File: src/rtl/bsc_pkg.sv
package bsc_pkg;

    typedef enum logic [2:0] {
        ST_OFF,
        ST_PRE,
        ST_SS,
        ST_RUN,
        ST_CLW,
        ST_OVL
    } seq_state_t;

    typedef enum logic [1:0] {
        EV_NONE,
        EV_OV,
        EV_ILIM,
        EV_UV
    } fault_ev_t;

    typedef struct packed {
        logic ss_active;
        logic gate_en;
        logic prebias_en;
    } drive_t;

    // retry wait after a current-limit trip, in staircase lengths
    localparam int ILIM_WAIT_MULT = 4;

    function automatic int cnt_w(input int n);
        return (n > 1) ? $clog2(n) : 1;
    endfunction

endpackage

File: src/rtl/bsc_modcnt.sv
module bsc_modcnt #(
    parameter  int LIMIT = 2,
    localparam int W     = bsc_pkg::cnt_w(LIMIT)
) (
    input  logic         clk,
    input  logic         rst,
    input  logic         clr,
    input  logic         inc,
    output logic [W-1:0] cnt
);

    logic wrap;
    assign wrap = (cnt == W'(LIMIT - 1));

    always_ff @(posedge clk) begin
        if (rst || clr) begin
            cnt <= '0;
        end else if (inc) begin
            cnt <= wrap ? '0 : cnt + 1'b1;
        end
    end

    // nothing moves without an increment
    a_r4_hold_without_inc: assert property (@(posedge clk) disable iff (rst)
        (!inc && !clr) |=> $stable(cnt));

endmodule

File: src/rtl/bsc_fault_arb.sv
module bsc_fault_arb
    import bsc_pkg::*;
(
    input  logic      in_ss,
    input  logic      in_run,
    input  logic      over,
    input  logic      under,
    input  logic      ilim,
    output fault_ev_t ev,
    output logic      pgood
);

    always_comb begin
        if (in_run && over) begin
            ev = EV_OV;
        end else if ((in_run || in_ss) && ilim) begin
            ev = EV_ILIM;
        end else if (in_run && under) begin
            ev = EV_UV;
        end else begin
            ev = EV_NONE;
        end
    end

    assign pgood = in_run && !over && !under;

endmodule

File: src/rtl/bsc_out_map.sv
module bsc_out_map
    import bsc_pkg::*;
#(
    parameter  int STEPS  = 32,
    localparam int CODE_W = bsc_pkg::cnt_w(STEPS + 1),
    localparam int STEP_W = bsc_pkg::cnt_w(STEPS)
) (
    input  seq_state_t        st,
    input  logic [STEP_W-1:0] step_idx,
    output logic [CODE_W-1:0] ref_code,
    output drive_t            drv
);

    always_comb begin
        ref_code = '0;
        drv      = '0;
        unique case (st)
            ST_PRE: begin
                drv.prebias_en = 1'b1;
            end
            ST_SS: begin
                ref_code      = CODE_W'(step_idx) + CODE_W'(1);
                drv.ss_active = 1'b1;
                drv.gate_en   = 1'b1;
            end
            ST_RUN: begin
                ref_code    = CODE_W'(STEPS);
                drv.gate_en = 1'b1;
            end
            default: begin
                ref_code = '0;
                drv      = '0;
            end
        endcase
    end

endmodule

File: src/rtl/buck_start_ctrl.sv
module buck_start_ctrl
    import bsc_pkg::*;
#(
    parameter  int PRESTART_CLKS = 50000,
    parameter  int STEPS         = 32,
    parameter  int CYC_PER_STEP  = 32,
    localparam int CODE_W        = bsc_pkg::cnt_w(STEPS + 1)
) (
    input  logic              clk,
    input  logic              rst,
    input  logic              uvlo_ok,
    input  logic              sw_tick,
    input  logic              fb_over,
    input  logic              fb_under,
    input  logic              ilim_req,
    output logic [CODE_W-1:0] ref_code,
    output logic              ss_active,
    output logic              pwr_good,
    output logic              gate_en,
    output logic              prebias_en
);

    localparam int WAIT_TICKS = ILIM_WAIT_MULT * STEPS * CYC_PER_STEP;
    localparam int PRE_W      = cnt_w(PRESTART_CLKS);
    localparam int CYC_W      = cnt_w(CYC_PER_STEP);
    localparam int STEP_W     = cnt_w(STEPS);
    localparam int WAIT_W     = cnt_w(WAIT_TICKS);

    seq_state_t st_q, st_d;
    fault_ev_t  ev;
    drive_t     drv;

    logic in_pre, in_ss, in_run, in_clw;
    logic pre_last, cyc_last, step_last, wait_last;

    logic [PRE_W-1:0]  pre_cnt;
    logic [CYC_W-1:0]  cyc_cnt;
    logic [STEP_W-1:0] step_cnt;
    logic [WAIT_W-1:0] wait_cnt;

    assign in_pre = (st_q == ST_PRE);
    assign in_ss  = (st_q == ST_SS);
    assign in_run = (st_q == ST_RUN);
    assign in_clw = (st_q == ST_CLW);

    // pre-start delay, counted in system clocks
    bsc_modcnt #(.LIMIT(PRESTART_CLKS)) u_pre_cnt (
        .clk (clk),
        .rst (rst),
        .clr (!in_pre),
        .inc (1'b1),
        .cnt (pre_cnt)
    );

    // switching cycles within one staircase step
    bsc_modcnt #(.LIMIT(CYC_PER_STEP)) u_cyc_cnt (
        .clk (clk),
        .rst (rst),
        .clr (!in_ss),
        .inc (sw_tick),
        .cnt (cyc_cnt)
    );

    // staircase step index
    bsc_modcnt #(.LIMIT(STEPS)) u_step_cnt (
        .clk (clk),
        .rst (rst),
        .clr (!in_ss),
        .inc (sw_tick && cyc_last),
        .cnt (step_cnt)
    );

    // retry wait after a current-limit trip
    bsc_modcnt #(.LIMIT(WAIT_TICKS)) u_wait_cnt (
        .clk (clk),
        .rst (rst),
        .clr (!in_clw),
        .inc (sw_tick),
        .cnt (wait_cnt)
    );

    assign pre_last  = (pre_cnt  == PRE_W'(PRESTART_CLKS - 1));
    assign cyc_last  = (cyc_cnt  == CYC_W'(CYC_PER_STEP - 1));
    assign step_last = (step_cnt == STEP_W'(STEPS - 1));
    assign wait_last = (wait_cnt == WAIT_W'(WAIT_TICKS - 1));

    bsc_fault_arb u_arb (
        .in_ss  (in_ss),
        .in_run (in_run),
        .over   (fb_over),
        .under  (fb_under),
        .ilim   (ilim_req),
        .ev     (ev),
        .pgood  (pwr_good)
    );

    always_comb begin
        st_d = st_q;
        unique case (st_q)
            ST_OFF: st_d = ST_PRE;
            ST_PRE: if (pre_last) st_d = ST_SS;
            ST_SS: begin
                if (ev == EV_ILIM) begin
                    st_d = ST_CLW;
                end else if (sw_tick && cyc_last && step_last) begin
                    st_d = ST_RUN;
                end
            end
            ST_RUN: begin
                unique case (ev)
                    EV_OV:   st_d = ST_OVL;
                    EV_ILIM: st_d = ST_CLW;
                    EV_UV:   st_d = ST_SS;
                    default: st_d = ST_RUN;
                endcase
            end
            ST_CLW: if (sw_tick && wait_last) st_d = ST_SS;
            ST_OVL: st_d = ST_OVL;
            default: st_d = ST_OFF;
        endcase
    end

    always_ff @(posedge clk) begin
        if (rst || !uvlo_ok) begin
            st_q <= ST_OFF;
        end else begin
            st_q <= st_d;
        end
    end

    bsc_out_map #(.STEPS(STEPS)) u_out (
        .st       (st_q),
        .step_idx (step_cnt),
        .ref_code (ref_code),
        .drv      (drv)
    );

    assign ss_active  = drv.ss_active;
    assign gate_en    = drv.gate_en;
    assign prebias_en = drv.prebias_en;

    // lockout darkens every output
    a_r1_lockout_quiet: assert property (@(posedge clk) disable iff (rst)
        !uvlo_ok |=> (ref_code == '0 && !gate_en && !ss_active && !prebias_en && !pwr_good));

    // the staircase never steps down
    a_r3_staircase_up: assert property (@(posedge clk) disable iff (rst)
        (ss_active && $past(ss_active)) |-> (ref_code >= $past(ref_code)));

    // power good only at full reference with the switches running
    a_r6_pg_needs_run: assert property (@(posedge clk) disable iff (rst)
        pwr_good |-> (gate_en && !ss_active && ref_code == CODE_W'(STEPS)));

    // the overvoltage latch holds while the supply stays up
    a_r8_ov_sticky: assert property (@(posedge clk) disable iff (rst)
        (st_q == ST_OVL && uvlo_ok) |=> (st_q == ST_OVL && !gate_en && ref_code == '0));

    // an accepted current-limit trip turns the gates off
    a_r9_ilim_gates_off: assert property (@(posedge clk) disable iff (rst)
        (ev == EV_ILIM && uvlo_ok) |=> !gate_en);

    // overvoltage outranks a simultaneous current-limit request
    a_r10_ov_beats_ilim: assert property (@(posedge clk) disable iff (rst)
        (in_run && fb_over && ilim_req && uvlo_ok) |=> (st_q == ST_OVL));

endmodule

File: config.mk
export PLATFORM = sky130hd
export DESIGN_NAME = buck_start_ctrl
export DESIGN_NICKNAME = d
export VERILOG_FILES = /design/src/rtl/bsc_pkg.sv /design/src/rtl/bsc_modcnt.sv /design/src/rtl/bsc_fault_arb.sv /design/src/rtl/bsc_out_map.sv /design/src/rtl/buck_start_ctrl.sv
export SDC_FILE = /design/constraint.sdc
export NUM_CORES = 1
export LEC_CHECK = 0
export BUFFER_PORTS_ARGS = -buffer_cell sky130_fd_sc_hd__buf_2
export CORE_MARGIN = 4
export CORE_UTILIZATION = 45
export DETAILED_ROUTE_END_ITERATION = 10
export PLACE_DENSITY = 0.67
export SLEW_MARGIN = 20
export SYNTH_ARGS = -nofsm -noshare
export SYNTH_HDL_FRONTEND = slang
export SYNTH_SLANG_ARGS = --single-unit
File: constraint.sdc
create_clock -name clk -period 3.8 [get_ports clk]
set_clock_uncertainty 0.05 [all_clocks]
set_input_delay 0.19 -clock clk [delete_from_list [all_inputs] [get_ports clk]]
set_output_delay 0.19 -clock clk [all_outputs]
set_load 0.02 [all_outputs]
* Yosys cells after proc, flatten, opt, wreduce, memory -nomap -nowiden *
Index checks and enable logic that the tools add are counted.

word-level totals
  flip-flop bits (word level) = 41
  input bits = 7
  logic and storage cells = 64
  output and inout bits = 10

operators by class
  equality and inequality tests = 15
  $add $sub $neg = 5
  reduce and logical (&&, ||, !) cells = 23
  muxes and demuxes = 16

operator list
  cell                                            number
  case mux 3 bit (6 select lines)                 1
  adder 16 x 1 -> 16 bit (second input constant)  1
  == test 16 bit (second input constant)          1
  adder 12 x 1 -> 12 bit (second input constant)  1
  == test 12 bit (second input constant)          1
  two-way mux 12 bit                              1
  two-way mux 3 bit                               4
  case mux 6 bit (2 select lines)                 1
  adder 5 x 1 -> 5 bit (second input constant)    2
  == test 5 bit (second input constant)           2
  two-way mux 5 bit                               2
  case mux 3 bit (3 select lines)                 1
  logical AND 1 bit                               8
  adder 5 x 1 -> 6 bit (second input constant)    1
  == test 3 x 2 -> 1 bit (second input constant)  2
  == test 3 bit (second input constant)           2
  zero test 1 bit                                 6
  two-way mux 2 bit                               3
  logical OR 1 bit                                5
  == test 2 bit (second input constant)           2
  != test 2 x 1 -> 1 bit (second input constant)  2
  OR reduction 2 bit                              2
  == test 3 x 1 -> 1 bit (second input constant)  1
  zero test 3 bit                                 1
  other kinds (4)                                 6

* Depth between registers and ports, before layout *
  depth in word-level cells = 8
  gate-level depth with buffers = 9
  depth with buffers taken out = 8

* Hierarchy *
From an unflattened synthesis, not the netlist that was laid out.

second synthesis, totals
  cell total of the unflattened synthesis = 270
  area, all modules = 2364.8 um^2

by module, submodules not included
  module                       cells an instance  area an instance (um^2)  instances  seq. area each (um^2)
  bsc_modcnt at u_pre_cnt      82                 734.5                    1          320.3
  bsc_modcnt at u_wait_cnt     68                 615.6                    1          240.2
  bsc_modcnt at u_cyc_cnt ...  22                 229.0                    2          100.1
  buck_start_ctrl              49                 362.8                    1          60.1
  bsc_out_map                  20                 156.4                    1          0.0
  bsc_fault_arb                7                  37.5                     1          0.0

* Worst setup path before layout *
No wires, ideal clock.

  path kind = register to register
  start point = register u_cyc_cnt.cnt[0]
  end point = register u_step_cnt.cnt[2]
  path slack = 1.859 ns
  arrival time = 1.820 ns
  cell stages (with the launch flop) = 7
  period minus slack after synthesis = 1.941 ns
  buffers on the path = 0
  data required time = 3.679 ns
  setup time = 0.071 ns
  cell sequence = dfxtp_1 > ha_1 > and3_1 > ha_1 > nand2_1 > or4b_2 > a21oi_1

between the ends
  cells in the longest elaborated chain, start to end = 2

ends and longest elaborated chain
  element                 RTL line               source
  from (decl)             bsc_modcnt.sv:9        output logic [W-1:0] cnt
  from (signal assigned)  bsc_modcnt.sv:19       cnt <= wrap ? '0 : cnt + 1'b1;
  == test 5 bit           buck_start_ctrl.sv:83  assign cyc_last = (cyc_cnt == CYC_W'(CYC_PER_STEP - 1));
  logical AND 1 bit       buck_start_ctrl.sv:69  .inc (sw_tick && cyc_last),
  to (signal assigned)    bsc_modcnt.sv:19
  to (decl)               bsc_modcnt.sv:9

No other way between the ends.
A chain may end at the register's enable or synchronous reset.

* Final worst setup path *
Same ends and word-level chain as after synthesis.

==> metrics <==
IR Drop Worst-Case VDD=0.2428 mV; initial core utilization=0.4783; Routability Congestion=0.7667; Sw Share=0.2271; post-route ant nets=0; status=complete, no violations; DP HPWL=2809 um; synth-to-layout area growth=9.582%; worst min path class=in2reg; Setup violations, final=0; logic gate share of total power=0.051; initial antenna violation count=0; # diodes=0; most common cell after layout, fill and taps aside=dfxtp_1; Least-Margin Pin Slew=579.1 ps; die width=77.20 um; Post-synth top flop=dfxtp_1; Setup CP Type=reg2reg; PortBufs=16; Post-CTS Setup Inserts=0; Vias/cell=5.382; most frequent cells in the layout=41 x dfxtp_1, 35 x nor2_1, 16 x buf_2; Rel. slew slack=0.6131; switching power of the nets=0.0001746 W; mean routed wirelength per cell=12.10 um; fraction of registers with async set/reset=0; first-pass GRT wire length=6727 um; CP Cell Sequence=ha_1, and3_1, ha_1, nand2_1, or4b_2, a21oi_1; Ys Warns=0; Sequential Power Share=0.567; Vias=1733; CTS H-tree depth=2; Hold Slack=98.27 ps; DRT iter0 DRCs=86; max cap viols=0; TNS Setup=0 ps; Die ar.=0.005959 sq mm; Crit Path Max Fanout=9; Worst Min Path Start=uvlo_ok; Rows=24; multi-input logic area=0.001265 sq mm; clock power share=0.382; die height=77.20 um; post-cts resize count=0; min cycle time layout=2142 ps; Hold Fails Final Rpt=0; P_leak=0.8377 nW; flop2flop setup slack=1660 ps; RSZ-0062 raised after global routing=no; RR Endpoint=u_step_cnt.cnt[2]; period utilization=0.5636; Max Fclk=0.4669 GHz; P_int=0.0005943 W; grt total ovfl=0; CTS max path bufs=2; CTS sink count=41; syn_area_per_cell=8.584 sq um; syn_nets=266; drt first pass iters=6; Storage cell area=820.8 sq um; CP bufs+invs=0; Slowest-stage cell, CP=or4b_2; total clock buffers created by CTS=5; largest net degree at the start of global routing=19; Most common cell on crit path=ha_1; Tot GR Track Use=0.1352; register bit total from synthesis=41; vias in the first global route=1518; Top Ports=17; Post-Synthesis Cells=251; # DRC=0; CTS Hold Bufs=0; share of layout cells above drive strength 1=0.1556; crit path launch type=flop; arrival time at the worst endpoint=2310 ps; R2R depth=6; CP top delay family=simple AND/OR/NAND/NOR gates; nets@finish=284; PD cells=325.7 mW/mm^2; hold depth=3; CTS tree=built; Post-Route WL=3895 um; Hold Path End=st_q[0]; Crit path required time=3970 ps; Slew Limit Fails=0; Post-synth EDFFs=0; CP Capture Type=flop; R2R Path Start=u_cyc_cnt.cnt[0]; sequential share of the synthesized area=0.3810; Layout fillers=441; Worst-path clk slew=80 ps; max incr delay on CP=650 ps; Post-Syn Area=0.002155 sq mm; clk_lat worst skew=290 ps; Core Region=0.004504 sq mm; Netlist cell types=41; clk root buf=clkbuf_8
[sequential cells by signal, indices dropped and copies added, names as in the netlist]
| name | flops |
|---|---|
| u_pre_cnt.cnt | 16 |
| u_wait_cnt.cnt | 12 |
| st_q | 3 |
| u_cyc_cnt.cnt | 5 |
| u_step_cnt.cnt | 5 |
[tightest hold or removal path: cells and delay by family]
family	cells	cell delay, ps
buffers and inverters	1	90
and+or+nand+nor	1	80
AOI/OAI and AO/OA	1	40
[layout make-up]
class / count / share of cell area
clock buffer: 6 / 0.03498
clock inverter: 2 / 0.005829
inverter: 9 / 0.01431
multi-input combinational: 196 / 0.5358
sequential: 41 / 0.3476
tap: 52 / 0.02756
timing repair buffer: 16 / 0.03392
[synth_stat cells, drive strengths merged, types with 2 or more instances]
cell type | count | area (sq um)
ha | 8 | 100.1
or4 | 2 | 22.52
nor2 | 45 | 193.9
nand3b | 2 | 27.53
and4 | 3 | 26.28
clkbuf | 4 | 15.01
or2 | 3 | 18.77
dfxtp | 41 | 820.8
nor2b | 2 | 12.51
nor3 | 6 | 30.03
inv | 9 | 33.78
or3 | 4 | 25.02
nand2 | 9 | 33.78
nand4 | 9 | 56.30
xor2 | 12 | 105.1
nand2b | 7 | 43.79
and3 | 7 | 43.79
a21oi | 15 | 75.07
o211ai | 2 | 15.01
a31oi | 2 | 12.51
nor3b | 4 | 30.03
and2 | 3 | 18.77
mux2i | 4 | 40.04
or4b | 2 | 20.02
nand3 | 13 | 65.06
xnor2 | 13 | 113.9
o21ai | 8 | 40.04
[stage by stage]
stage | util | setup WS (ps) | power (W) | instance area (sq um) | cells
2_1_floorplan | - | 1859 | 0.0004761 | 2155 | 251
3_3_place_gp | 0.5028 | 1745 | 0.0004850 | 2265 | 314
3_5_place_dp | 0.5028 | 1684 | 0.0004853 | 2265 | 314
4_1_cts | 0.5242 | 1647 | 0.0007797 | 2361 | 322
5_1_grt | 0.5242 | 1482 | 0.0008066 | 2361 | 322
6_report | 0.5242 | 1658 | 0.0007689 | 2361 | 322
[worst max-delay path by stage]
| stage | startpoint | cells after the start | slack, ps | to |
|---|---|---|---|---|
| 4_1_cts | u_cyc_cnt.cnt[0] | 6 | 1650 | u_step_cnt.cnt[2] |
| 2_1_floorplan | u_cyc_cnt.cnt[0] | 6 | 1860 | u_step_cnt.cnt[2] |
| 5_1_grt | u_cyc_cnt.cnt[0] | 6 | 1480 | u_step_cnt.cnt[2] |
| 6_report | u_cyc_cnt.cnt[0] | 6 | 1660 | u_step_cnt.cnt[2] |
| 3_5_place_dp | u_cyc_cnt.cnt[0] | 6 | 1680 | u_step_cnt.cnt[2] |
| 3_3_place_gp | u_cyc_cnt.cnt[0] | 6 | 1750 | u_step_cnt.cnt[2] |
[power by group through the flow]
stage | sequential [W] | combinational (W) | clock [W]
detailed placement | 0.000446 | 0.0000391 | 0
global placement | 0.000446 | 0.0000388 | 0
global route | 0.000437 | 0.0000436 | 0.000326
floorplan | 0.000444 | 0.0000324 | 0
CTS | 0.000436 | 0.0000395 | 0.000304
finish | 0.000436 | 0.0000392 | 0.000294
[metal layers]
metal	global-route usage	up-vias	part of all wire
li1	-	919	-
met1	0.1905	780	0.52
met2	0.1917	30	0.42
met3	0.04215	4	0.044
met4	0.04982	0	0.012
met5	0	-	0
[kinds of logic after synthesis]
| kind of cell | count (synthesis) | share of synthesized area |
|---|---|---|
| flops | 41 | 0.3810 |
| fa+ha+maj | 8 | 0.04646 |
| simple gates | 126 | 0.3310 |
| buf+inv | 14 | 0.03194 |
| xor+xnor | 25 | 0.1016 |
| compound gates | 33 | 0.08943 |
| mux | 4 | 0.01858 |
Note: power is estimated with default switching activity, not from simulation.
